==> src/rtl/post_pkg.sv <==
package post_pkg;

  typedef enum logic {
    CAP_DECODED   = 1'b0,
    CAP_ANY_WRITE = 1'b1
  } cap_mode_e;

endpackage

==> src/rtl/post_bus_decode.sv <==
module post_bus_decode
  import post_pkg::*;
#(
  parameter int ADDR_W = 8
) (
  input  logic              clk,
  input  logic              rst,
  input  logic              mode_i,
  input  logic              rom_sel_n,
  input  logic              rd_wr_n,
  input  logic [ADDR_W-1:0] addr,
  output cap_mode_e         mode_q,
  output logic              load,
  output logic              oe_n_q
);

  localparam logic [ADDR_W-1:0] LATCH_ADDR = {ADDR_W{1'b1}};

  logic sel;
  logic is_wr;
  logic at_latch;

  // Capture mode is taken only while reset is held.
  always_ff @(posedge clk) begin
    if (rst) mode_q <= cap_mode_e'(mode_i);
  end

  always_comb begin
    sel      = ~rom_sel_n;
    is_wr    = ~rd_wr_n;
    at_latch = (addr == LATCH_ADDR);
    load     = 1'b0;
    if (!rst && sel && is_wr) begin
      load = (mode_q == CAP_ANY_WRITE) || at_latch;
    end
  end

  // ROM speaks only on selected read cycles.
  always_ff @(posedge clk) begin
    if (rst) oe_n_q <= 1'b1;
    else     oe_n_q <= ~(sel & rd_wr_n);
  end

endmodule

==> src/rtl/post_code_reg.sv <==
module post_code_reg #(
  parameter int DATA_W = 32
) (
  input  logic              clk,
  input  logic              rst,
  input  logic              load,
  input  logic [DATA_W-1:0] wdata,
  output logic [DATA_W-1:0] code_q
);

  always_ff @(posedge clk) begin
    if (rst)       code_q <= '0;
    else if (load) code_q <= wdata;
  end

endmodule

==> src/rtl/post_seg_drive.sv <==
module post_seg_drive #(
  parameter int           SEG_N   = 16,
  parameter logic [SEG_N-1:0] SEG_POL = '0
) (
  input  logic             clk,
  input  logic             rst,
  input  logic             load,
  input  logic [SEG_N-1:0] wbits,
  output logic [SEG_N-1:0] seg_q
);

  for (genvar i = 0; i < SEG_N; i++) begin : g_seg
    if (SEG_POL[i]) begin : g_inv
      always_ff @(posedge clk) begin
        if (rst)       seg_q[i] <= 1'b1;
        else if (load) seg_q[i] <= ~wbits[i];
      end
    end else begin : g_dir
      always_ff @(posedge clk) begin
        if (rst)       seg_q[i] <= 1'b0;
        else if (load) seg_q[i] <= wbits[i];
      end
    end
  end

endmodule

==> src/rtl/post_code_latch.sv <==
module post_code_latch
  import post_pkg::*;
#(
  parameter int               ADDR_W  = 8,
  parameter int               DATA_W  = 32,
  parameter int               SEG_N   = 16,
  parameter logic [SEG_N-1:0] SEG_POL = '0
) (
  input  logic              clk,
  input  logic              rst,
  input  logic              mode_i,
  input  logic              rom_sel_n,
  input  logic              rd_wr_n,
  input  logic [ADDR_W-1:0] addr,
  input  logic [DATA_W-1:0] wdata,
  output logic              rom_oe_n,
  output logic [DATA_W-1:0] code_o,
  output logic [SEG_N-1:0]  seg_o
);

  cap_mode_e mode_q;
  logic      load;

  post_bus_decode #(.ADDR_W(ADDR_W)) u_dec (
    .clk       (clk),
    .rst       (rst),
    .mode_i    (mode_i),
    .rom_sel_n (rom_sel_n),
    .rd_wr_n   (rd_wr_n),
    .addr      (addr),
    .mode_q    (mode_q),
    .load      (load),
    .oe_n_q    (rom_oe_n)
  );

  post_code_reg #(.DATA_W(DATA_W)) u_code (
    .clk    (clk),
    .rst    (rst),
    .load   (load),
    .wdata  (wdata),
    .code_q (code_o)
  );

  post_seg_drive #(.SEG_N(SEG_N), .SEG_POL(SEG_POL)) u_seg (
    .clk   (clk),
    .rst   (rst),
    .load  (load),
    .wbits (wdata[SEG_N-1:0]),
    .seg_q (seg_o)
  );

endmodule

==> config.mk <==
export PLATFORM = sky130hd
export DESIGN_NAME = post_code_latch
export DESIGN_NICKNAME = d
export VERILOG_FILES = /design/src/rtl/post_pkg.sv /design/src/rtl/post_bus_decode.sv /design/src/rtl/post_code_reg.sv /design/src/rtl/post_seg_drive.sv /design/src/rtl/post_code_latch.sv
export SDC_FILE = /design/constraint.sdc
export NUM_CORES = 1
export LEC_CHECK = 0
export BUFFER_PORTS_ARGS = -buffer_cell sky130_fd_sc_hd__buf_2
export CAP_MARGIN = 10
export CORE_UTILIZATION = 45
export DETAILED_ROUTE_END_ITERATION = 8
export PLACE_DENSITY = 0.76
export SYNTH_ARGS = -nofsm -noshare
export SYNTH_HDL_FRONTEND = slang
export SYNTH_SLANG_ARGS = --single-unit
==> constraint.sdc <==
create_clock -name clk -period 1.8 [get_ports clk]
set_input_delay 0 -clock clk [delete_from_list [all_inputs] [get_ports clk]]
set_output_delay 0 -clock clk [all_outputs]
set_load 0.005 [all_outputs]
; ---- Word-level counts from Yosys, hierarchy flattened
; Index checks and enable logic that the tools add are counted.
[totals]
output_inout_bits = 49
reg_bits = 50
inputBits = 45
[op_classes]
eq_ne = 1
reduce_logical = 4
n_mux = 1
bitwise = 4
[ops]
columns = operator, n
row1 = $eq A8 B8 Y1 const B, 1
row2 = $not A1 Y1, 3
row3 = $logic_and A1 B1 Y1, 2
row4 = $and A1 B1 Y1, 1
row5 = $logic_not A1 Y1, 1
row6 = $logic_or A1 B1 Y1, 1
row7 = $mux W1, 1

; ---- Logic depth before layout (Yosys ltp)
[depth]
ltp_word = 4
mapped_depth = 5
depth_no_buf = 3

; ---- Modules after synthesis
; From an unflattened synthesis, not the netlist that was laid out.
[unflattened]
cells_unflattened = 163
hier_area_um2 = 1836.8
[modules_own_cells]
columns = module, seq_area_each_um2, instances, cells_each, area_each_um2
row1 = post_code_reg, 640.6, 1, 103, 1163.6
row2 = post_seg_drive, 320.3, 1, 52, 580.6
row3 = post_bus_decode, 50.0, 1, 8, 92.6

; ---- Worst setup path after synthesis
; Ideal clock, no wire load.
[synth_timing]
path_type = flip-flop to flip-flop
startpoint = register u_dec.mode_q
endpoint = register u_code.code_q[0]
setup_slack_ps = 584
path_buffers = 2
setup_time_ps = 83
t_arrival_ps = 1133
path_stages_with_launch = 6
required_ps = 1717
path_cell_list = edfxtp_1 -> clkbuf_1 -> nor2_2 -> clkbuf_1 -> o211ai_1 -> o221ai_1
[synth_between]
elab_chain_len = 2
[synth_rtl]
columns = item, line_no
row1 = start: declaration, post_bus_decode.sv:12  ; output cap_mode_e mode_q,
row2 = start signal: assignment, post_bus_decode.sv:25  ; if (rst) mode_q <= cap_mode_e'(mode_i);
row3 = $logic_or A1 B1 Y1, post_bus_decode.sv:34  ; load = (mode_q == CAP_ANY_WRITE) || at_latch;
row4 = $mux W1, post_bus_decode.sv:33  ; if (!rst && sel && is_wr) begin
row5 = end signal: assignment, post_code_reg.sv:13  ; else if (load) code_q <= wdata;
row6 = end: declaration, post_code_reg.sv:8  ; output logic [DATA_W-1:0] code_q
; Every way passes these cells.
; A chain may end at the register's enable or synchronous reset.

; ---- Final worst setup path
[layout_timing]
startpoint = register u_dec.mode_q
endpoint = register u_code.code_q[5]
; Same word-level chain as after synthesis.

==> out/qor.yml <==
status:
  outcome: "finished with violations"
  failed_checks: "design-rule violations"
synth:
  post_synth_inst_count: 253
  synth_seq_cells: 34
  yosysSeqAreaShare: 0.3200
  syn_area_sq_mm: 0.002158
  yosysWarnings: 0
  number_of_distinct_library_cells_after_synthesis: 18
  mean_syn_cell_area_sq_um: 8.531
  synth_nets: 298
worst_setup_path:
  regToRegSetupSlack_ns: 0.57
  setup.worst_path.start_class: "register"
  timing.critical_path.from: "u_dec.mode_q"
  rr_worst_depth: 4
  path_cells: "nor2_2, buf_4, o211ai_1, o221ai_1"
  cp_slowest_stage_delay_ns: 0.42
  critPathSlowestCell: "edfxtp_1"
  worst_setup_path_end_kind: "register"
  critPathRequiredTime_ns: 2.00
  worst_r2r_startpoint: "u_dec.mode_q"
  critPathCapture: "u_code.code_q[5]"
  worstSetupPathType: "reg -> reg"
  crit_path_max_fanout: 32
  critical_path_arrival_ns: 1.43
  r2r-end: "u_code.code_q[5]"
pwr:
  net-switching-power_uw: 531.6
  static-leakage-power_nw: 1.027
  comb_power_share: 0.209
  power_frac_clock: 0.315
  p_int_mw: 1.246
  max-vdd-ir-drop_mv: 0.3179
  switching_share: 0.2991
  pwr-share-seq: 0.477
  areal_power_density_over_the_cells_mw_per_mm2: 699.7
die:
  dieHeight_um: 71.26
  die_area_sq_mm: 0.005077
  fp.dieW_um: 71.26
  start_util: 0.4824
  core_region_area_sq_mm: 0.004474
  i_o_pins: 94
  placementRows: 24
placed_design:
  dpl.hpwl_um: 3876
  preCtsSetupSlack_ns: 0.2808
  gpl.final_weighted_congestion: 0.7685
  port_buffers: 93
sta:
  rsz_0062_raised_after_global_routing: "false"
  timing_hold_violations_final: 0
  setup_viol: 0
  slew_worst_pin_ns: 1.154
  final_setup_margin_ns: 0.5680
  timing.fmax_mhz: 811.7
  timing.final.crit_period_ns: 1.232
  finalClockSkew_ns: 0.002902
  max-slew-margin-rel: 0.2305
  final-max-slew-violation-count: 0
  setup-tns-final_ns: 0
  finalCritPeriodShare: 0.6845
  timing.hold.ws_ns: 0.01101
final_layout:
  final_cell_mix: "93 x buf_2, 33 x nand2_1, 33 x dfxtp_1"
  antennaDiodeCount: 0
  postLayoutCoreUtil: 0.5677
  area.sequential_sq_um: 690.7
  final_layout_size_suffix_gt1_frac: 0.3599
  layout_commonest_cell: "buf_2"
  fill_cells: 425
  areaGrowthSynthToFinish_pct: 17.68
  fin_nets: 358
  multi_input_comb_area_sq_mm: 0.001154
drt:
  viasPerCell: 6.208
  length_of_the_first_detailed_routing_pass_in_iterations: 7
  drtIter0Drc: 218
  remaining_drc_errors: 6
  wire_per_inst_um: 17.22
  drtAntennaViolNets: 0
  drt_wl_total_um: 6303
  route.vias.total: 2272
global_routing:
  grt_pass1_wl_um: 9998
  pin_count_of_the_biggest_net_entering_global_routing: 33
  grt_pass1_vias: 2075
  gr-usage-all-layers: 0.2448
  antenna_violations_before_repair: 0
  residual_overflow_from_global_routing: 0
clock_network:
  max-clock-path-buffers: 2
  cts_setup_buffers: 0
  cts_tree: "built"
  clk_pin_slew_ns: 0.07
  clock_tree.root_cell: "clkbuf_8"
  h-tree-depth: 2
  cts_sinks: 34
  clk_latency_ns: 0.29
  cts_made_buffers: 5
hold_path:
  worst_hold_path_type: "in -> reg"
run:
  drv.max_cap_violation_count: 0
worst min-delay path by stage:
stage                         from               end  cells past startpoint
final                     wdata[3]  u_code.code_q[3]                      3
after global routing      wdata[3]  u_code.code_q[3]                      3
after CTS                 wdata[3]  u_code.code_q[3]                      3
after detailed placement    mode_i      u_dec.mode_q                      1
after global placement      mode_i      u_dec.mode_q                      1
after floorplan             mode_i      u_dec.mode_q                      0
synth_stat cells:
cell type,instances,share of area
nor2_1,1,0.0017
buf_8,3,0.021
clkbuf_1,16,0.028
nand2_1,33,0.057
nand4_2,2,0.012
nor2_2,1,0.0029
a31oi_1,32,0.093
o21a_1,32,0.11
nor2_4,1,0.0052
buf_6,1,0.0052
dfxtp_1,33,0.31
buf_4,17,0.059
edfxtp_1,1,0.014
buf_2,14,0.032
o211ai_1,32,0.11
nor3_4,1,0.0075
or2_1,1,0.0029
o221ai_1,32,0.13
registers in the layout, summed over array words and instances, names as in the netlist:
register       cells
u_dec.oe_n_q       1
u_code.code_q     32
u_dec.mode_q       1
per-stage QoR:
stage / instance area [sq um] / power (mW) / cells
floorplan: 2158 / 1.088 / 253
global placement: 2450 / 1.223 / 357
detailed placement: 2450 / 1.230 / 357
CTS: 2540 / 1.779 / 366
global route: 2540 / 1.847 / 366
finish: 2540 / 1.777 / 366
worst max-delay path, delay by kind of cell (launching register included):
kind                   cells  cell delay (ns)
DFF                        1             0.42
buffers and inverters      1             0.34
AOI/OAI and AO/OA          2             0.26
and+or+nand+nor            1             0.12
metal layers:
layer  track usage  share of wire  up-vias
met2        0.3852           0.48      112
met3       0.03376          0.072        9
met4       0.09556          0.015        0
met5             0              0        -
met1        0.3413           0.44     1056
li1              -              -     1095
cell type report:
cell class,instances,share of cell area
multi-input combinational,168,0.4542
tap,52,0.02562
clock buffer,8,0.03153
timing repair buffer,104,0.2167
sequential,34,0.2719
power groups by stage:
stage | logic, mW | clock network [mW] | registers [mW]
after floorplan | 0.228 | 0 | 0.860
after CTS | 0.369 | 0.563 | 0.846
after global routing | 0.404 | 0.590 | 0.853
after global placement | 0.361 | 0 | 0.862
final | 0.371 | 0.559 | 0.847
after detailed placement | 0.367 | 0 | 0.863
cells by family (layout without fill, tap and decap cells):
| kind of cell | count (synthesis) | after routing | synth area share |
|---|---|---|---|
| AOI/OAI and AO/OA | 128 | 128 | 0.4452 |
| buffers and inverters | 51 | 112 | 0.1455 |
| and+or+nand+nor | 40 | 40 | 0.08928 |
| DFF | 34 | 34 | 0.3200 |
what timing repair did:
item / CTS / global route
resized for setup: 0 / 0
hold endpoints to repair: 1 / 0
hold buffers: 1 / 0
Power figures use the tool's default switching activity.
